`src/rtl/scr_pkg.sv`:
```
package scr_pkg;

    // Source of step-advance requests.
    typedef enum logic {
        SRC_COUNTER  = 1'b0,
        SRC_EXTERNAL = 1'b1
    } adv_src_e;

    // Per-cycle control pair shared between the pacing pieces.
    typedef struct packed {
        logic restart;   // rising edge of scan enable seen this cycle
        logic strobe;    // shift happens at the coming edge
    } pace_ctl_t;

    // A period counter of log2(v) bits only wraps cleanly for powers of two.
    function automatic bit is_pow2(input int unsigned v);
        return (v >= 2) && ((v & (v - 1)) == 0);
    endfunction

endpackage

```
`src/rtl/scr_activity.sv`:
```
module scr_activity #(
    parameter int NUM_CHAINS = 4,
    localparam int ADD_W = $clog2(NUM_CHAINS + 1)
) (
    input  logic                  count_on,
    input  logic [NUM_CHAINS-1:0] chain_si,
    input  logic [NUM_CHAINS-1:0] chain_q0,
    output logic [ADD_W-1:0]      quiet_cnt
);

    logic [NUM_CHAINS-1:0] quiet;

    // one equality detector per chain.
    for (genvar g = 0; g < NUM_CHAINS; g++) begin : g_det
        assign quiet[g] = ~(chain_si[g] ^ chain_q0[g]);
    end

    // parallel count of quiet chains.
    always_comb begin
        quiet_cnt = '0;
        if (count_on) begin
            for (int k = 0; k < NUM_CHAINS; k++) begin
                quiet_cnt = quiet_cnt + ADD_W'(quiet[k]);
            end
        end
    end

endmodule

```
`src/rtl/scr_step_ctrl.sv`:
```
module scr_step_ctrl
    import scr_pkg::*;
#(
    parameter int NUM_CHAINS = 4,
    parameter int NUM_STEPS  = 8,
    parameter int THRESH     = 125,
    localparam int ADD_W  = $clog2(NUM_CHAINS + 1),
    localparam int STEP_W = $clog2(NUM_STEPS),
    localparam int CNT_W  = $clog2(THRESH + NUM_CHAINS + 1)
) (
    input  logic              clk,
    input  logic              rst,
    input  pace_ctl_t         ctl,
    input  adv_src_e          src,
    input  logic              speed_up,
    input  logic [ADD_W-1:0]  quiet_cnt,
    output logic [STEP_W-1:0] step_q,
    output logic              at_fastest
);

    localparam logic [STEP_W-1:0] TOP_STEP  = STEP_W'(NUM_STEPS - 1);
    localparam logic [CNT_W-1:0]  THRESH_CW = CNT_W'(THRESH);

    logic [CNT_W-1:0] cnt_q;
    logic [CNT_W-1:0] sum;
    logic             advance;

    assign at_fastest = (step_q == TOP_STEP);
    assign sum        = cnt_q + CNT_W'(quiet_cnt);

    always_comb begin
        advance = 1'b0;
        if (ctl.strobe) begin
            if (src == SRC_EXTERNAL) advance = speed_up;
            else                     advance = (sum >= THRESH_CW);
        end
    end

    always_ff @(posedge clk) begin
        if (rst || ctl.restart) begin
            cnt_q  <= '0;
            step_q <= '0;
        end else if (ctl.strobe) begin
            if (src == SRC_EXTERNAL || advance) cnt_q <= '0;
            else                                cnt_q <= sum;
            if (advance && !at_fastest) step_q <= step_q + STEP_W'(1);
        end
    end

    // count stays below the threshold between strobes.
    p_cnt_below_thresh_r5: assert property (@(posedge clk) disable iff (rst)
        cnt_q < THRESH_CW);

    // a step moves only after a strobe from the rate generator.
    p_step_on_strobe_r5: assert property (@(posedge clk) disable iff (rst)
        (!ctl.restart && !ctl.strobe) |=> $stable(step_q));

    // a step moves by at most one per strobe.
    p_step_by_one_r5: assert property (@(posedge clk) disable iff (rst)
        !ctl.restart |=> (step_q == $past(step_q)) || (step_q == $past(step_q) + STEP_W'(1)));

    // no decrease within a load.
    p_step_monotonic_r8: assert property (@(posedge clk) disable iff (rst)
        !ctl.restart |=> step_q >= $past(step_q));

    // an edge of scan enable restarts at the slowest step.
    p_restart_slowest_r7: assert property (@(posedge clk) disable iff (rst)
        ctl.restart |=> step_q == '0);

endmodule

```
`src/rtl/scr_rate_gen.sv`:
```
module scr_rate_gen #(
    parameter int NUM_STEPS = 8,
    localparam int STEP_W = $clog2(NUM_STEPS)
) (
    input  logic              clk,
    input  logic              rst,
    input  logic              restart,
    input  logic              scan_en,
    input  logic [STEP_W-1:0] step,
    input  logic              at_fastest,
    output logic              shift_en
);

    localparam logic [STEP_W-1:0] TOP_STEP = STEP_W'(NUM_STEPS - 1);

    logic [STEP_W-1:0] div_q;
    logic [STEP_W-1:0] last_tick;
    logic              div_tick;
    logic              tick;

    // Period is NUM_STEPS - step reference cycles; the last count value is one less.
    assign last_tick = TOP_STEP - step;
    assign div_tick  = (div_q == last_tick);
    // fastest step takes the undivided path.
    assign tick      = at_fastest ? 1'b1 : div_tick;
    assign shift_en  = scan_en & ~restart & tick;

    always_ff @(posedge clk) begin
        if (rst || restart) div_q <= '0;
        else if (scan_en) begin
            if (shift_en) div_q <= '0;
            else          div_q <= div_q + STEP_W'(1);
        end
    end

    // the divider never runs past the end of the current period.
    p_div_in_period_r2: assert property (@(posedge clk) disable iff (rst)
        div_q <= last_tick);

endmodule

```
`src/rtl/scan_rate_ctrl.sv`:
```
module scan_rate_ctrl
    import scr_pkg::*;
#(
    parameter int NUM_CHAINS  = 4,
    parameter int NUM_STEPS   = 8,
    parameter int TOTAL_FLOPS = 1000,
    localparam int STEP_W = $clog2(NUM_STEPS),
    localparam int ADD_W  = $clog2(NUM_CHAINS + 1),
    localparam int THRESH = TOTAL_FLOPS / NUM_STEPS
) (
    input  logic                  clk_ref,
    input  logic                  rst,
    input  logic                  scan_en,
    input  logic                  ext_mode,
    input  logic                  speed_up,
    input  logic [NUM_CHAINS-1:0] chain_si,
    input  logic [NUM_CHAINS-1:0] chain_q0,
    output logic                  shift_en,
    output logic [STEP_W-1:0]     step_idx
);

    initial begin
        a_cfg_steps: assert (is_pow2(NUM_STEPS));
        a_cfg_thresh: assert (THRESH >= 1);
    end

    logic             se_q;
    pace_ctl_t        ctl;
    adv_src_e         src;
    logic [ADD_W-1:0] quiet_cnt;
    logic             at_fastest;

    always_ff @(posedge clk_ref) begin
        if (rst) se_q <= 1'b0;
        else     se_q <= scan_en;
    end

    assign src         = adv_src_e'(ext_mode);
    assign ctl.restart = scan_en & ~se_q;
    assign ctl.strobe  = shift_en;

    scr_activity #(
        .NUM_CHAINS(NUM_CHAINS)
    ) u_activity (
        .count_on (src == SRC_COUNTER),
        .chain_si (chain_si),
        .chain_q0 (chain_q0),
        .quiet_cnt(quiet_cnt)
    );

    scr_step_ctrl #(
        .NUM_CHAINS(NUM_CHAINS),
        .NUM_STEPS (NUM_STEPS),
        .THRESH    (THRESH)
    ) u_step (
        .clk       (clk_ref),
        .rst       (rst),
        .ctl       (ctl),
        .src       (src),
        .speed_up  (speed_up),
        .quiet_cnt (quiet_cnt),
        .step_q    (step_idx),
        .at_fastest(at_fastest)
    );

    scr_rate_gen #(
        .NUM_STEPS(NUM_STEPS)
    ) u_rate (
        .clk       (clk_ref),
        .rst       (rst),
        .restart   (ctl.restart),
        .scan_en   (scan_en),
        .step      (step_idx),
        .at_fastest(at_fastest),
        .shift_en  (shift_en)
    );

    // an idle scan enable leaves the step alone.
    p_idle_hold_r9: assert property (@(posedge clk_ref) disable iff (rst)
        !scan_en |=> $stable(step_idx));

    // at the fastest step every active non-edge cycle shifts.
    p_fast_every_cycle_r6: assert property (@(posedge clk_ref) disable iff (rst)
        (scan_en && se_q && at_fastest) |-> shift_en);

endmodule

```
`config.mk`:
```
export PLATFORM = sky130hd
export DESIGN_NAME = scan_rate_ctrl
export DESIGN_NICKNAME = d
export VERILOG_FILES = /design/src/rtl/scr_pkg.sv /design/src/rtl/scr_activity.sv /design/src/rtl/scr_step_ctrl.sv /design/src/rtl/scr_rate_gen.sv /design/src/rtl/scan_rate_ctrl.sv
export SDC_FILE = /design/constraint.sdc
export NUM_CORES = 1
export LEC_CHECK = 0
export BUFFER_PORTS_ARGS = -buffer_cell sky130_fd_sc_hd__buf_2
export CORE_AREA = 2 2 52 54
export CTS_CLUSTER_SIZE = 8
export DETAILED_ROUTE_END_ITERATION = 7
export DIE_AREA = 0 0 54 56
export SLEW_MARGIN = 20
export SYNTH_ARGS = -nofsm -noshare
export SYNTH_HDL_FRONTEND = slang
export SYNTH_SLANG_ARGS = --single-unit
```
`constraint.sdc`:
```
create_clock -name clk_ref -period 4.42 [get_ports clk_ref]
set_input_delay 0.221 -clock clk_ref [delete_from_list [all_inputs] [get_ports clk_ref]]
set_output_delay 0.221 -clock clk_ref [all_outputs]
set_load 0.02 [all_outputs]
```
==> results.json <==
{
  "setup_ws_ns": 0.974,
  "die_h_um": 56,
  "cts_resized": 0,
  "cts_sinks": 15,
  "layout-drive-gt1-share": 0.163,
  "post-place-ws_ns": 0.692,
  "io_buffers": 16,
  "antenna_found_initial": 0,
  "clkTransAtPathRegs_ns": 0.10,
  "hold_path_class": "primary input to flip-flop",
  "n_antenna_cell": 0,
  "p_leak_nw": 0.456,
  "track_usage": 0.150,
  "irDropWorstVdd_mv": 0.114,
  "viasPerCell": 5.44,
  "start_util": 0.407,
  "synth_area_leaders": "dfxtp_1 (30%), ha_1 (10%), xnor2_1 (5.3%)",
  "rsz0062_at_grt": "false",
  "pwr_density_cell_nw_per_um2": 234,
  "tightest_slew_ns": 0.610,
  "post-cts-setup-buffers": 0,
  "end_kind": "flip-flop",
  "power.internal_w": 0.000189,
  "die_area_um2": 3020,
  "grt_pass1_vias": 820,
  "hold_buffers": 0,
  "cts_tree": "done",
  "insertion_delay_ns": 0.29,
  "synth.largest_area_cell": "dfxtp_1",
  "grt_pass1_wl_mm": 3.42,
  "worstPathArrival_ns": 3.67,
  "p_sw_w": 0.0000720,
  "status": "complete, no violations",
  "grt_max_degree": 16,
  "synth_area_um2": 991,
  "core_um2": 2430,
  "final_nets": 159,
  "syn_inst": 120,
  "cap_viol_max_count": 0,
  "crit_type": "primary input to flip-flop",
  "ant_nets": 0,
  "drcViolationCount": 0,
  "cp-start-kind": "primary input",
  "drtPass1Iterations": 4,
  "rows": 18,
  "clockBufferDepth": 2,
  "synth_seq_cells": 15,
  "wl_mm": 2.05,
  "io_pins": 17,
  "ys_types": 33,
  "dieWidth_um": 54,
  "swShare": 0.276,
  "hold_violations": 0,
  "avgSynthCellArea_um2": 8.26,
  "globalplace.congestion": 0.838,
  "grt.overflow.total": 0,
  "setup_viol": 0,
  "syn_nets": 143,
  "wl_per_cell_um": 12.4,
  "detail_route.iter0.violations": 13,
  "root_buffer": "clkbuf_4",
  "fin_crit_ns": 3.45,
  "path_max_fanout": 14,
  "finalSetupTns_ns": 0,
  "pwr-share-clk": 0.317,
  "syn_to_final_growth_pct": 12.6,
  "ys.warnings.count": 0,
  "fmax_mhz": 290,
  "seq_power_share": 0.526,
  "max-slew-margin-rel": 0.591,
  "cts-htree-levels": 1,
  "cts_buffers": 3,
  "hpwlAfterDp_mm": 1.55,
  "fill_cells": 247,
  "fin_crit_sh": 0.780,
  "fin_skew_ns": 0.00366,
  "ys_seq_area_frac": 0.303,
  "slew_violations": 0,
  "combPwrFrac": 0.157,
  "p_total_w": 0.000261,
  "crit_required_ns": 4.65,
  "vias": 897,
  "netlist.area_leader.share": 0.303
}
-- metal layers --
| layer | global-route usage | wire length, um | vias up |
|---|---|---|---|
| met5 | 0 | 0 | - |
| met4 | 0.0429 | 20 | 0 |
| met3 | 0.0538 | 94 | 4 |
| met2 | 0.239 | 1000 | 17 |
| met1 | 0.187 | 929 | 420 |
| li1 | - | - | 456 |
-- state kept, by name, indices dropped and copies added (netlist names) --
| register | count |
|---|---|
| u_rate.div_q | 3 |
| u_step.step_q | 3 |
| se_q | 1 |
| u_step.cnt_q | 8 |
-- cell usage in the layout (no fill, tap or decap), types with 3 or more instances in the layout --
master    Yosys  routed
buf_2         1      16
dfxtp_1      15      15
nand2_1      10      10
a21oi_1       9       9
nand3_1       8       8
ha_1          8       8
nor2b_1       7       7
nor2_1        7       7
xnor2_1       6       6
inv_1         5       5
xor2_1        4       4
o21ai_0       4       4
or3_1         3       3
nor3_1        3       3
o211ai_1      3       3
o31ai_1       3       3
clkbuf_4      0       3
-- synth_stat cells --
| cell | n |
|---|---|
| fa_1 | 2 |
| a31oi_1 | 1 |
| a21o_1 | 2 |
| a211oi_1 | 1 |
| a2111o_1 | 1 |
| or3_1 | 3 |
| nand2_1 | 10 |
| a211o_1 | 1 |
| ha_1 | 8 |
| a21oi_1 | 9 |
| o21ai_0 | 4 |
| nor4_1 | 1 |
| buf_2 | 1 |
| o31ai_1 | 3 |
| or2_2 | 2 |
| nor3_1 | 3 |
| dfxtp_1 | 15 |
| o21a_1 | 1 |
| or4_1 | 1 |
| xnor2_1 | 6 |
| nand2b_1 | 2 |
| nand3b_1 | 1 |
| nand4_1 | 1 |
| nand3_1 | 8 |
| o31a_1 | 1 |
| buf_1 | 1 |
| clkbuf_1 | 3 |
| inv_1 | 5 |
| xor2_1 | 4 |
| nor2_1 | 7 |
| a22oi_1 | 2 |
| nor2b_1 | 7 |
| o211ai_1 | 3 |
-- final timing paths --
check                           cells past startpoint  slack, ns          endpoint            start
worst max register to register                      8       1.75  u_step.step_q[0]  u_step.cnt_q[0]
worst max-delay path                               13       0.97  u_step.step_q[0]      chain_q0[0]
worst min register to register                      2       0.49   u_step.cnt_q[0]  u_step.cnt_q[0]
worst min-delay path                                2       0.10              se_q              rst
-- cell families (layout without fill, tap and decap cells) --
kind of cell	count (synthesis)	count (layout)	synth area share
AND/OR/NAND/NOR	46	46	0.236
adder cells (fa/ha/maj)	10	10	0.141
buffers and inverters	10	25	0.0391
flip-flops	15	15	0.303
AO/OA/AOI/OAI	29	29	0.192
XOR/XNOR	10	10	0.0884
-- stage by stage --
| stage | hold slack (ns) | cell area (um2) | utilization | cells |
|---|---|---|---|---|
| after CTS | 0.104 | 1120 | 0.459 | 165 |
| after floorplan | 0.293 | 991 | - | 120 |
| final | 0.105 | 1120 | 0.459 | 165 |
| after global routing | 0.0987 | 1120 | 0.459 | 165 |
| after global placement | 0.415 | 1090 | 0.448 | 161 |
| after detailed placement | 0.424 | 1090 | 0.448 | 161 |
-- power by group through the flow --
| stage | Sequential, W | Clock (W) | Combinational [W] |
|---|---|---|---|
| final | 0.000138 | 0.0000827 | 0.0000410 |
| after global placement | 0.000141 | 0 | 0.0000406 |
| after CTS | 0.000138 | 0.0000860 | 0.0000420 |
| after detailed placement | 0.000141 | 0 | 0.0000419 |
| after floorplan | 0.000140 | 0 | 0.0000295 |
| after global routing | 0.000138 | 0.0000915 | 0.0000480 |
-- worst max-delay path, cell delays in order --
cell and delay, ns:
buf_2 0.10, xnor2_1 0.11, ha_1 0.31, fa_1 0.39, ha_1 0.27, nor2b_1 0.22
ha_1 0.27, a211oi_1 0.52, o21a_1 0.24, o211ai_1 0.08, o31a_1 0.40, or3_1 0.40
a21oi_1 0.14
-- layout make-up --
cell class | instances | area (um2) | area share
timing repair buffer | 16 | 80.1 | 0.0717
clock inverter | 1 | 5.00 | 0.00448
tap | 30 | 37.5 | 0.0336
clock buffer | 3 | 22.5 | 0.0202
inverter | 5 | 18.8 | 0.0168
sequential | 15 | 300 | 0.269
multi-input combinational | 95 | 652 | 0.584
(Power assumes the default switching activity.)
